==> config.mk <==
export PLATFORM = sky130hd
export DESIGN_NAME = irq_hub
export DESIGN_NICKNAME = d
export VERILOG_FILES = /design/src/rtl/irq_hub_pkg.sv /design/src/rtl/irq_hub_regs.sv /design/src/rtl/irq_hub_pending.sv /design/src/rtl/irq_hub_pin.sv /design/src/rtl/irq_hub.sv
export SDC_FILE = /design/constraint.sdc
export NUM_CORES = 1
export LEC_CHECK = 0
export CORE_ASPECT_RATIO = 0.75
export CORE_UTILIZATION = 41
export CTS_CLUSTER_DIAMETER = 150
export DETAILED_ROUTE_END_ITERATION = 8
export PLACE_DENSITY = 0.8
export RECOVER_POWER = 50
export SETUP_SLACK_MARGIN = 0.3
export SYNTH_ARGS = -nofsm -noshare
export SYNTH_HDL_FRONTEND = slang
export SYNTH_HIERARCHICAL = 1
export SYNTH_SLANG_ARGS = --single-unit
==> constraint.sdc <==
create_clock -name clk -period 2.6 [get_ports clk]
set_clock_uncertainty 0.2 [all_clocks]
set_input_delay 0.52 -clock clk [delete_from_list [all_inputs] [get_ports clk]]
set_output_delay 0.52 -clock clk [all_outputs]
set_load 0.01 [all_outputs]
==> src/rtl/irq_hub_pkg.sv <==
package irq_hub_pkg;

   // Decoded addresses (fixed by the software map)
   localparam logic [7:0] ADR_PEND   = 8'h08;
   localparam logic [7:0] ADR_GPF0   = 8'h0C;
   localparam logic [7:0] ADR_PINCFG = 8'h41;
   localparam logic [7:0] ADR_SRCEN  = 8'h42;
   localparam logic [7:0] ADR_ACK    = 8'h44;

   // Source numbering; the order is the bit order of every source vector
   typedef enum logic [2:0] {
      SRC_GPIO   = 3'd0,
      SRC_METER  = 3'd1,
      SRC_FAULT  = 3'd2,
      SRC_TDET   = 3'd3,
      SRC_TNEMP  = 3'd4,
      SRC_TTHR   = 3'd5,
      SRC_TFULL  = 3'd6,
      SRC_TOVF   = 3'd7
   } src_e;

   // Pin configuration, bit 1 = level, bit 0 = drive type
   typedef struct packed {
      logic active_high;
      logic push_pull;
   } pin_cfg_t;

endpackage

==> src/rtl/irq_hub_regs.sv <==
module irq_hub_regs
   import irq_hub_pkg::*;
#(
   parameter int unsigned ADDR_W     = 8,
   parameter int unsigned DATA_W     = 8,
   parameter int unsigned N_SRC      = 8,
   parameter int unsigned GPIO_BANKS = 3
) (
   input  logic                         clk,
   input  logic                         rst_n,
   input  logic                         wr,
   input  logic [ADDR_W-1:0]            addr,
   input  logic [DATA_W-1:0]            wdata,
   input  logic [N_SRC-1:0]             pend_vis,
   input  logic [GPIO_BANKS*DATA_W-1:0] gpio_flag,
   output logic [DATA_W-1:0]            rdata,
   output logic [N_SRC-1:0]             src_en,
   output pin_cfg_t                     pin_cfg,
   output logic [N_SRC-1:1]             ack
);

   localparam logic [ADDR_W-1:0] A_PEND   = ADDR_W'(ADR_PEND);
   localparam logic [ADDR_W-1:0] A_PINCFG = ADDR_W'(ADR_PINCFG);
   localparam logic [ADDR_W-1:0] A_SRCEN  = ADDR_W'(ADR_SRCEN);
   localparam logic [ADDR_W-1:0] A_ACK    = ADDR_W'(ADR_ACK);

   logic hit_cfg, hit_en, hit_ack;
   assign hit_cfg = wr && (addr == A_PINCFG);
   assign hit_en  = wr && (addr == A_SRCEN);
   assign hit_ack = wr && (addr == A_ACK);

   always_ff @(posedge clk or negedge rst_n) begin
      if (!rst_n) begin
         src_en  <= '0;
         pin_cfg <= '0;
      end else begin
         if (hit_en)  src_en  <= wdata[N_SRC-1:0];
         if (hit_cfg) pin_cfg <= pin_cfg_t'(wdata[1:0]);
      end
   end

   // Acknowledge is a one-cycle strobe, bit 0 (live source) has none
   assign ack = hit_ack ? wdata[N_SRC-1:1] : '0;

   // Per-bank readback decode
   logic [GPIO_BANKS-1:0] bank_hit;
   logic [DATA_W-1:0]     bank_data;

   for (genvar b = 0; b < GPIO_BANKS; b++) begin : g_bank
      assign bank_hit[b] = (addr == ADDR_W'(int'(ADR_GPF0) + b));
   end

   always_comb begin
      bank_data = '0;
      for (int b = 0; b < int'(GPIO_BANKS); b++) begin
         if (bank_hit[b]) bank_data = gpio_flag[b*DATA_W +: DATA_W];
      end
   end

   always_comb begin
      unique case (addr)
         A_PEND:   rdata = DATA_W'(pend_vis);
         A_PINCFG: rdata = DATA_W'(pin_cfg);
         A_SRCEN:  rdata = DATA_W'(src_en);
         default:  rdata = bank_data;
      endcase
   end

endmodule

==> src/rtl/irq_hub_pending.sv <==
module irq_hub_pending #(
   parameter int unsigned N_SRC      = 8,
   parameter int unsigned BANK_W     = 8,
   parameter int unsigned GPIO_BANKS = 3
) (
   input  logic                         clk,
   input  logic                         rst_n,
   input  logic [N_SRC-1:1]             evt,
   input  logic [N_SRC-1:0]             src_en,
   input  logic [N_SRC-1:1]             ack,
   input  logic [GPIO_BANKS*BANK_W-1:0] gpio_flag,
   output logic [N_SRC-1:1]             latched,
   output logic [N_SRC-1:0]             pend_vis
);

   // Live source: reduce each bank, then the banks
   logic [GPIO_BANKS-1:0] bank_any;
   for (genvar b = 0; b < GPIO_BANKS; b++) begin : g_red
      assign bank_any[b] = |gpio_flag[b*BANK_W +: BANK_W];
   end
   assign pend_vis[0] = src_en[0] & (|bank_any);

   // Latched sources: event sets, acknowledge clears, event wins a tie,
   // a disabled source neither sets nor holds
   for (genvar k = 1; k < N_SRC; k++) begin : g_lat
      always_ff @(posedge clk or negedge rst_n) begin
         if (!rst_n)          latched[k] <= 1'b0;
         else if (!src_en[k]) latched[k] <= 1'b0;
         else if (evt[k])     latched[k] <= 1'b1;
         else if (ack[k])     latched[k] <= 1'b0;
      end
      assign pend_vis[k] = latched[k] & src_en[k];
   end

endmodule

==> src/rtl/irq_hub_pin.sv <==
module irq_hub_pin
   import irq_hub_pkg::*;
#(
   parameter int unsigned N_SRC = 8
) (
   input  logic [N_SRC-1:0] pend_vis,
   input  pin_cfg_t         cfg,
   output logic             pin,
   output logic             pin_oe
);

   logic active;
   assign active = |pend_vis;
   assign pin    = cfg.active_high ? active : ~active;
   assign pin_oe = cfg.push_pull | active;

endmodule

==> src/rtl/irq_hub.sv <==
module irq_hub
   import irq_hub_pkg::*;
#(
   parameter int unsigned ADDR_W     = 8,
   parameter int unsigned DATA_W     = 8,
   parameter int unsigned N_SRC      = 8,
   parameter int unsigned GPIO_BANKS = 3,
   localparam int unsigned GPIO_W    = GPIO_BANKS * DATA_W
) (
   input  logic              clk,
   input  logic              rst_n,
   input  logic              reg_wr,
   input  logic [ADDR_W-1:0] reg_addr,
   input  logic [DATA_W-1:0] reg_wdata,
   output logic [DATA_W-1:0] reg_rdata,
   input  logic [N_SRC-1:1]  src_evt_i,
   input  logic [GPIO_W-1:0] gpio_flag_i,
   output logic              irq_pin_o,
   output logic              irq_pin_oe_o
);

   if (ADDR_W < 8) begin : g_chk_aw
      $error("irq_hub: ADDR_W must reach the 8-bit map");
   end
   if (N_SRC < 2 || N_SRC > DATA_W) begin : g_chk_src
      $error("irq_hub: N_SRC must lie in 2..DATA_W");
   end
   if (GPIO_BANKS < 1 || GPIO_BANKS > 4) begin : g_chk_bank
      $error("irq_hub: GPIO_BANKS must lie in 1..4");
   end

   logic [N_SRC-1:0] src_en;
   pin_cfg_t         pin_cfg;
   logic [N_SRC-1:1] ack;
   logic [N_SRC-1:1] latched;
   logic [N_SRC-1:0] pend_vis;

   irq_hub_regs #(
      .ADDR_W(ADDR_W), .DATA_W(DATA_W), .N_SRC(N_SRC), .GPIO_BANKS(GPIO_BANKS)
   ) u_regs (
      .clk(clk), .rst_n(rst_n), .wr(reg_wr), .addr(reg_addr), .wdata(reg_wdata),
      .pend_vis(pend_vis), .gpio_flag(gpio_flag_i), .rdata(reg_rdata),
      .src_en(src_en), .pin_cfg(pin_cfg), .ack(ack)
   );

   irq_hub_pending #(
      .N_SRC(N_SRC), .BANK_W(DATA_W), .GPIO_BANKS(GPIO_BANKS)
   ) u_pend (
      .clk(clk), .rst_n(rst_n), .evt(src_evt_i), .src_en(src_en), .ack(ack),
      .gpio_flag(gpio_flag_i), .latched(latched), .pend_vis(pend_vis)
   );

   irq_hub_pin #(.N_SRC(N_SRC)) u_pin (
      .pend_vis(pend_vis), .cfg(pin_cfg), .pin(irq_pin_o), .pin_oe(irq_pin_oe_o)
   );

endmodule

==> summary.md, run 1 <==
| Metric | Value |
|---|---|
| Status | finished, violations left |
| Violated checks | setup timing |
| Met1 usage in global routing | 37.18% |
| P_leak | 0.9947 nW |
| FP Rows | 17 |
| Post-Syn Area | 1286 sq um |
| Routed len/inst | 20.02 microns |
| Area grow syn2layout | 74.42% |
| GR peak layer | met2 |
| Post-DP HPWL | 3203 microns |
| First-iteration detailed-routing DRC count | 55 |
| DRT Wirelength | 4966 microns |
| Leading cell types by count after synthesis | mux2_2, dfrtp_1, and2_1 |
| Die X | 66.68 microns |
| Vias per cell | 5.968 |
| Post-synthesis adder-cell area fraction | 0% |
| Max transition margin | 34.98% |
| Multiplexer area fraction after synthesis | 15.76% |
| Total power | 0.0006897 W |
| DIE AREA | 3367 sq um |
| Slew @ Worst Pin | 0.9754 ns |
| CP endpoint kind | primary output |
| PortBufs | 59 |
| Initial antenna violation count | 0 |
| P per Cell Area | 307.4 nW/um^2 |
| Top_reg_cell synth | dfrtp_1 |
| Worst-path clk slew | 0.07 ns |
| Via Count | 1480 |
| CTS root buf | clkbuf_8 |
| RSZ-0062 raised after global routing | yes |
| Final ANT Viol Nets | 0 |
| Top cells by area in the synthesized netlist | dfrtp_1, mux2_2, and2_1, o221ai_1, a22oi_1 |
| CTS buffer count | 3 |
| Core box area | 2957 sq um |
| Class of the worst hold path | reg2reg |
| Max clock buf depth | 2 |
| Synth warn | 6 |
| DRC errors left | 0 |
| Fmax | 0.3733 GHz |
| Critical path class | in2out |
| CP required | 1.88 ns |
| Asr flop ratio synth | 100.0% |
| Worst Path Max Fanout | 2 |
| Overflow left after global routing | 0 |
| H-tree depth | 1 |
| Global Route Usage Sum | 31.39% |
| Cts hold-fix bufs | 0 |
| Avg Inst Size Synth | 10.13 sq um |
| Die height | 50.51 microns |
| GP Congestion | 0.9053 |
| Dpl cell area | 2022 sq um |
| DRT Pass-1 Iters | 4 |
| CTS tree | yes |
| Synth area leader | dfrtp_1 |
| Sequential area share after synthesis | 33.07% |
| Fin. max-slew vios | 0 |
| Final #Nets | 261 |
| Fin area | 2243 sq um |
| Count leader, synth | mux2_2 |
| Syn nets | 177 |
| Initial core utilization | 43.50% |
| Worst-Skew Late Latency | 0.26 ns |
| Final Hold Slack | 0.3513 ns |
| Synth Register Bits | 17 |
| Global-route wire length before repair | 7603 microns |
| Largest family of logic cells by synthesized area | simple AND/OR/NAND/NOR gates |
| Final design utilization | 75.88% |
| Peak VDD IR | 0.2737 mV |
| EDFF count, synth | 0 |
| Hold Vio Cnt, Final | 0 |
| Global-route track usage on met3 | 6.818% |
| MaxCap Viol Count | 0 |
| XOR/XNOR share of the synthesized area | 0.6809% |
| Period utilization | 103.0% |
| Startpoint Class | input port |
| Layout cells sized above 1 | 54.29% |
| Synth cell types | 30 |
| Arrival time at the worst endpoint | 1.96 ns |
| Num ports | 60 |
| Inserted Diodes | 0 |
| Final setup fails | 9 |
| Compound-Gate Fraction of Synth Area | 16.15% |
| Simple logic cell fraction of the synthesized area | 29.77% |
| # clock sinks | 17 |
| Setup ws final | -0.07872 ns |
| Final Critical Period | 2.679 ns |
| Synth top area share | 33.07% |
| Largest net degree at the start of global routing | 18 |
| Syn Inst Count | 127 |
| Vias in the first global route | 1577 |
| Met2 global-route usage | 52.02% |
==> logic make-up (layout without fill, tap and decap cells) <==
group           Yosys count  count (layout)
xor+xnor                  1               1
mux                      18              18
compound gates           26              26
flops                    17              17
simple gates             54              55
buf+inv                  11              93
==> registers in the layout, indices dropped and copies added, names as in the netlist <==
register / count
u_regs/src_en: 8
u_pend/latched: 7
u_regs/pin_cfg: 2
==> per-layer routing <==
metal	share of wire, %	vias up
li1	-	658
met1	40	714
met2	49	88
met3	7.3	20
met4	4.0	0
met5	0	-
==> placed cells by master (no fill, tap or decap), drive strengths merged, types with 2 or more instances in the layout <==
| cell type | count |
|---|---|
| mux2 | 18 |
| buf | 58 |
| clkdlybuf4s15 | 3 |
| or4b | 2 |
| and2 | 14 |
| nor4 | 9 |
| o221ai | 8 |
| clkbuf | 8 |
| inv | 6 |
| dfrtp | 17 |
| nor2b | 8 |
| nor3b | 2 |
| nand3 | 9 |
| a32oi | 2 |
| nand2 | 2 |
| a22oi | 8 |
| o21a | 8 |
| clkdlybuf4s50 | 16 |
==> metrics by stage <==
step           instances  worst slack, ns  TNS [ns]
3_3_place_gp         236          -0.7735    -6.285
4_1_cts              247         -0.06171  -0.06171
5_1_grt              248          -0.1460   -0.7813
6_report             248         -0.07872   -0.3078
3_5_place_dp         236          -0.7995    -6.658
2_1_floorplan        127           0.2870         0
==> layout make-up <==
type | instances | area (sq um)
fill | 188 | 713.2
timing repair buffer | 83 | 675.6
inverter | 6 | 22.52
tap | 38 | 47.55
clock buffer | 4 | 45.04
multi-input combinational | 100 | 1027
sequential | 17 | 425.4
==> path summary, 6_finish.rpt <==
kind / from / to / slack [ns] / depth (start not counted)
worst max register to register: u_regs/src_en[1] / u_regs/src_en[1] / 1.56 / 1
worst min-delay path: u_regs/src_en[7] / u_pend/latched[7] / 0.35 / 1
worst max-delay path: gpio_flag_i[1] / irq_pin_oe_o / -0.08 / 8
min in group asynchronous: rst_n / u_regs/src_en[6] / 0.72 / 2
worst min register to register: u_regs/src_en[7] / u_pend/latched[7] / 0.35 / 1
max in group asynchronous: rst_n / u_pend/latched[1] / 0.89 / 2
==> worst max-delay path: stages <==
cell	delay [ns]
clkdlybuf4s15_1	0.22
nor4_2	0.18
nand4_1	0.13
o21a_1	0.21
nor4_2	0.18
nand2_1	0.14
or2_1	0.24
buf_2	0.14
==> power by group <==
part / switching [W] / leakage, nW / internal (W)
clock: 0.0000978 / 0.0228 / 0.000109
sequential: 0.00000961 / 0.235 / 0.000275
combinational: 0.0000840 / 0.737 / 0.000114
==> repair_timing <==
action / 4_1_cts / 5_1_grt
pin swaps: 23 / 8
endpoints found under the setup margin: 25 / 11
gates cloned: 2 / 0
resized for setup: 199 / 23
setup buffers: 5 / 1
Power figures use the tool's default switching activity.
==> run 2, diff against run 1 <==
--- a/config.mk
+++ b/config.mk
@@ -9,6 +9,7 @@
 export CORE_UTILIZATION = 41
 export CTS_CLUSTER_DIAMETER = 150
 export DETAILED_ROUTE_END_ITERATION = 8
+export GPL_TIMING_DRIVEN = 0
 export PLACE_DENSITY = 0.8
 export RECOVER_POWER = 50
 export SETUP_SLACK_MARGIN = 0.3
==> run 2 against run 1 <==
Utilization down 2.2 points; via count is 4.6% lower; largest power group unchanged; critical path depth is the same; highest routed layer unchanged; cell count shrank 3.6%; the run still ends with setup timing left; wire length down 0.16%; worst setup slack better by 0.046 ns; register-to-register slack hardly changed; clock power fell by 3%.
==> summary.md, run 2 (synthesis gave the netlist of run 1 again) <==
| Metric | Value |
|---|---|
| CTS root buf | clkbuf_8 |
| Final ANT Viol Nets | 0 |
| DIE AREA | 3367 sq um |
| First-iteration detailed-routing DRC count | 73 |
| Fmax | 0.3799 GHz |
| DRC errors left | 0 |
| Status | finished, violations left |
| MaxCap Viol Count | 0 |
| Final Hold Slack | 0.3353 ns |
| Overflow left after global routing | 0 |
| Num ports | 60 |
| Largest register by flop count | u_regs/src_en |
| Worst-path clk slew | 0.06 ns |
| P_leak | 0.9495 nW |
| CTS tree | yes |
| Commonest non-fill, non-tap cell in the layout | buf_2 |
| CP endpoint kind | primary output |
| DRT Pass-1 Iters | 4 |
| Global-route wire length before repair | 7162 microns |
| FP Rows | 17 |
| Max reg flops | 8 |
| RSZ-0062 raised after global routing | yes |
| Startpoint Class | input port |
| Vias in the first global route | 1418 |
| Final design utilization | 73.68% |
| Vias per cell | 5.908 |
| P per Cell Area | 308.6 nW/um^2 |
| Area grow syn2layout | 69.36% |
| Worst-Skew Late Latency | 0.26 ns |
| Slew @ Worst Pin | 0.8040 ns |
| Die height | 50.51 microns |
| Layout cells sized above 1 | 51.24% |
| Critical path class | in2out |
| PortBufs | 59 |
| Post-DP HPWL | 3240 microns |
| Fin. max-slew vios | 0 |
| Max transition margin | 46.22% |
| Hold Vio Cnt, Final | 0 |
| Setup ws final | -0.03257 ns |
| GP Congestion | 0.8657 |
| R2r setup slk | 1.56 ns |
| Core box area | 2957 sq um |
| DRT Wirelength | 4958 microns |
| Max clock buf depth | 2 |
| H-tree depth | 1 |
| Largest registers | u_regs/src_en x8, u_pend/latched x7, u_regs/pin_cfg x2 |
| Initial core utilization | 43.50% |
| Dpl cell area | 1931 sq um |
| Final setup fails | 2 |
| Arrival time at the worst endpoint | 1.91 ns |
| Final Critical Period | 2.633 ns |
| Via Count | 1412 |
| Global Route Usage Sum | 30.50% |
| Period utilization | 101.3% |
| # clock sinks | 17 |
| Routed len/inst | 20.74 microns |
| Violated checks | setup timing |
| Peak VDD IR | 0.3400 mV |
| Inserted Diodes | 0 |
| Worst Path Max Fanout | 2 |
| Final #Nets | 252 |
| Largest net degree at the start of global routing | 18 |
| Commonest non-fill, non-tap cells in the layout | buf_2, mux2_2, dfrtp_1 |
| Fin area | 2178 sq um |
| Die X | 66.68 microns |
| Class of the worst hold path | reg2reg |
| Initial antenna violation count | 0 |
| CP required | 1.88 ns |
| CTS buffer count | 3 |
run 2: timing repair:
item | 4_1_cts | 5_1_grt
endpoints found under the hold margin | 0 | 0
endpoints found under the setup margin | 17 | 17
gates resized for setup | 208 | 12
setup buffers | 6 | 3
gates cloned | 2 | 0
hold buffers | 0 | 0
pin swaps | 23 | 9
run 2: final cells by class:
cell class,instances,area [sq um]
multi-input cells,99,996.0
fillers,207,778.2
repair buffers,70,593.1
flip-flops and latches,17,425.4
plain buffers,5,48.80
well taps,38,47.55
clock buffers,4,45.04
inverters,6,22.52
run 2: worst paths after layout:
kind	end	startpoint	depth (start not counted)
worst max register to register	u_pend/latched[7]	u_pend/latched[7]	2
worst max-delay path	irq_pin_oe_o	gpio_flag_i[22]	8
worst min register to register	u_pend/latched[1]	u_regs/src_en[1]	1
max in group asynchronous	u_pend/latched[2]	rst_n	1
worst min-delay path	u_pend/latched[1]	u_regs/src_en[1]	1
min in group asynchronous	u_pend/latched[5]	rst_n	1
run 2: worst max-delay path, cell delays in order:
cell	delay, ns
buf_8	0.10
nor4_4	0.28
nand4_1	0.13
o21a_1	0.24
nor4_2	0.14
nand2_1	0.12
or2_1	0.24
buf_2	0.14
run 2: report_power, final:
part           internal (W)  switching [W]
Clock              0.000109      0.0000915
Sequential         0.000275     0.00000927
Combinational      0.000105      0.0000821
Total              0.000489       0.000183
run 2: metrics by stage:
step	setup slack (ns)	setup TNS [ns]	std cells	total power [W]
floorplan	0.2870	0	127	0.0003371
global placement	-0.8028	-8.610	224	0.0004443
detailed placement	-0.8377	-9.258	224	0.0004504
CTS	-0.02576	-0.02576	236	0.0006643
global route	-0.08896	-0.1435	239	0.0006977
finish	-0.03257	-0.04663	239	0.0006721
run 2: routing by layer:
layer	global-route usage, %	share of wire, %	up-vias	wire, microns
met5	0	0	-	0
met4	13.48	3.5	0	176
met2	52.86	50	75	2489
met3	6.364	6.1	18	301
li1	-	-	640	-
met1	35.93	40	679	1991
==> run 3, diff against run 2 <==
--- a/config.mk
+++ b/config.mk
@@ -5,9 +5,10 @@
 export SDC_FILE = /design/constraint.sdc
 export NUM_CORES = 1
 export LEC_CHECK = 0
-export CORE_ASPECT_RATIO = 0.75
+export CORE_ASPECT_RATIO = 1.4
 export CORE_UTILIZATION = 41
 export CTS_CLUSTER_DIAMETER = 150
+export CTS_CLUSTER_SIZE = 30
 export DETAILED_ROUTE_END_ITERATION = 8
 export GPL_TIMING_DRIVEN = 0
 export PLACE_DENSITY = 0.8
==> constraint.sdc (replaced) <==
create_clock -name clk -period 2.6 [get_ports clk]
set_clock_uncertainty 0.2 [all_clocks]
set_input_delay 0.39 -clock clk [delete_from_list [all_inputs] [get_ports clk]]
set_output_delay 0.39 -clock clk [all_outputs]
set_load 0.01 [all_outputs]
==> run 3 against run 2 <==
The flow now finishes without violations; global-route usage is 5.4 points lower; wire length is 17% lower; register-to-register slack better by 0.03 ns; fmax is 8.5% higher; count of clock-buffer cells in the layout stayed put.
==> summary.md, run 3 (synthesis gave the netlist of run 1 again) <==
| Metric | Value |
|---|---|
| Global-route wire length before repair | 6299 microns |
| Die height | 68.27 microns |
| Startpoint Class | input port |
| Hold Vio Cnt, Final | 0 |
| Period utilization | 93.35% |
| Vias per cell | 5.726 |
| Psw | 0.0001660 W |
| FP Rows | 23 |
| Final ANT Viol Nets | 0 |
| Max transition margin | 47.07% |
| CP required | 2.01 ns |
| Crit path from | reg_addr[6] |
| DRC errors left | 0 |
| Final setup fails | 0 |
| Initial core utilization | 43.82% |
| DIE AREA | 3368 sq um |
| # fillers | 242 |
| Status | completed |
| Post-DP HPWL | 2955 microns |
| R2r setup slk | 1.59 ns |
| DRT Pass-1 Iters | 4 |
| Net switching share of the total power | 25.89% |
| CP max stage delay | 0.40 ns |
| WHS Endpoint | u_pend/latched[4] |
| Peak VDD IR | 0.3253 mV |
| Worst-Skew Late Latency | 0.25 ns |
| Largest register by flop count | u_regs/src_en |
| Crit-path cells | clkbuf_1 > and4bb_2 > clkbuf_1 > nand3_1 > o221ai_2 > buf_2 |
| Fmax | 0.4120 GHz |
| Arrival time at the worst endpoint | 1.84 ns |
| Num ports | 60 |
| Die X | 49.34 microns |
| Non-filler cells, final | 230 |
| Worst-path clk slew | 0.06 ns |
| Cell repeated most along the worst path | clkbuf_1 |
| Vias in the first global route | 1368 |
| CTS buffer count | 3 |
| First-iteration detailed-routing DRC count | 23 |
| Global Route Usage Sum | 25.08% |
| Sequential share of power | 44.2% |
| Final Critical Period | 2.427 ns |
| Inserted Diodes | 0 |
| MaxCap Viol Count | 0 |
| Worst Path Max Fanout | 9 |
| Layout cells sized above 1 | 43.01% |
| FF-to-FF Start | u_pend/latched[6] |
| DRT Wirelength | 4099 microns |
| GP Congestion | 0.7914 |
| PortBufs | 59 |
| Area grow syn2layout | 57.49% |
| Largest registers | u_regs/src_en x8, u_pend/latched x7, u_regs/pin_cfg x2 |
| Final Hold Slack | 0.3367 ns |
| Initial antenna violation count | 0 |
| Hold Startpoint | u_regs/src_en[4] |
| Fin. max-slew vios | 0 |
| Commonest non-fill, non-tap cells in the layout | buf_2, mux2_2, dfrtp_1 |
| Pint | 0.0004753 W |
| Largest net degree at the start of global routing | 18 |
| Slowest cell on crit path | clkbuf_1 |
| P_leak | 0.8873 nW |
| CTS root buf | clkbuf_8 |
| Commonest non-fill, non-tap cell in the layout | buf_2 |
| Overflow left after global routing | 0 |
| # clock sinks | 17 |
| RSZ-0062 raised after global routing | yes |
| Core box area | 2935 sq um |
| Critical path class | in2out |
| Cts hold-fix bufs | 0 |
| CTS tree | yes |
| Via Count | 1317 |
| Clock group share of total power | 30.3% |
| Hold Path Depth | 1 |
| FF-to-FF path depth | 2 |
| Comb pwr share | 25.6% |
| P per Cell Area | 316.6 nW/um^2 |
| Max reg flops | 8 |
| CP endpoint kind | primary output |
| Reg2Reg Capture Point | u_pend/latched[6] |
| H-tree depth | 1 |
| Final #Nets | 244 |
| Routed len/inst | 17.82 microns |
| Class of the worst hold path | reg2reg |
| Slew @ Worst Pin | 0.7913 ns |
| Dpl cells | 223 |
| Max clock buf depth | 2 |
-- run 3: worst max-delay path: cells and delay by family --
family / cells / cell delay (ns)
AOI/OAI and AO/OA: 1 / 0.09
buffers and inverters: 3 / 0.90
and+or+nand+nor: 2 / 0.46
-- run 3: worst max-delay path by stage --
stage | end | cells past startpoint
after global routing | reg_rdata[6] | 6
after CTS | irq_pin_oe_o | 8
after global placement | reg_rdata[7] | 6
after detailed placement | irq_pin_o | 8
after floorplan | irq_pin_oe_o | 6
final | reg_rdata[6] | 6
-- run 3: timing repair --
item | 4_1_cts | 5_1_grt
endpoints found under the setup margin | 17 | 11
resized for setup | 165 | 19
gates cloned | 1 | 0
pin swaps | 14 | 3
buffers inserted | 2 | 0
-- run 3: through the flow --
stage	instance area (sq um)	total power, W	setup TNS (ns)	worst slack, ns	util [%]
6_report	2026	0.0006414	0	0.1729	69.01
5_1_grt	2026	0.0006703	0	0.09410	69.01
4_1_cts	2019	0.0006446	0	0.2330	68.80
3_5_place_dp	1923	0.0004477	-6.043	-0.6221	65.52
3_3_place_gp	1923	0.0004431	-5.727	-0.5947	65.52
2_1_floorplan	1286	0.0003371	0	0.4755	-
-- run 3: cell type report --
cell class,count,area (sq um),area share (%)
Multi-Input combinational cell,99,963.4,47.56
Inverter,6,22.52,1.112
Clock buffer,4,45.04,2.224
Buffer,5,45.04,2.224
Tap cell,37,46.29,2.285
Timing Repair Buffer,62,478.0,23.59
Sequential cell,17,425.4,21.00
-- run 3: power groups by stage --
stage	combinational [W]	clock, W	sequential, W
after global placement	0.000156	0	0.000287
after floorplan	0.0000520	0	0.000285
after detailed placement	0.000160	0	0.000288
final	0.000164	0.000194	0.000283
after global routing	0.000174	0.000211	0.000285
after CTS	0.000159	0.000203	0.000283
-- run 3: routing by layer --
layer  vias up  track usage (%)  part of all wire, %
met1       627            25.85                   37
li1        621                -                    -
met4         0            11.40                  2.2
met3         8            3.333                  4.5
met5         -                0                    0
met2        61            49.83                   56
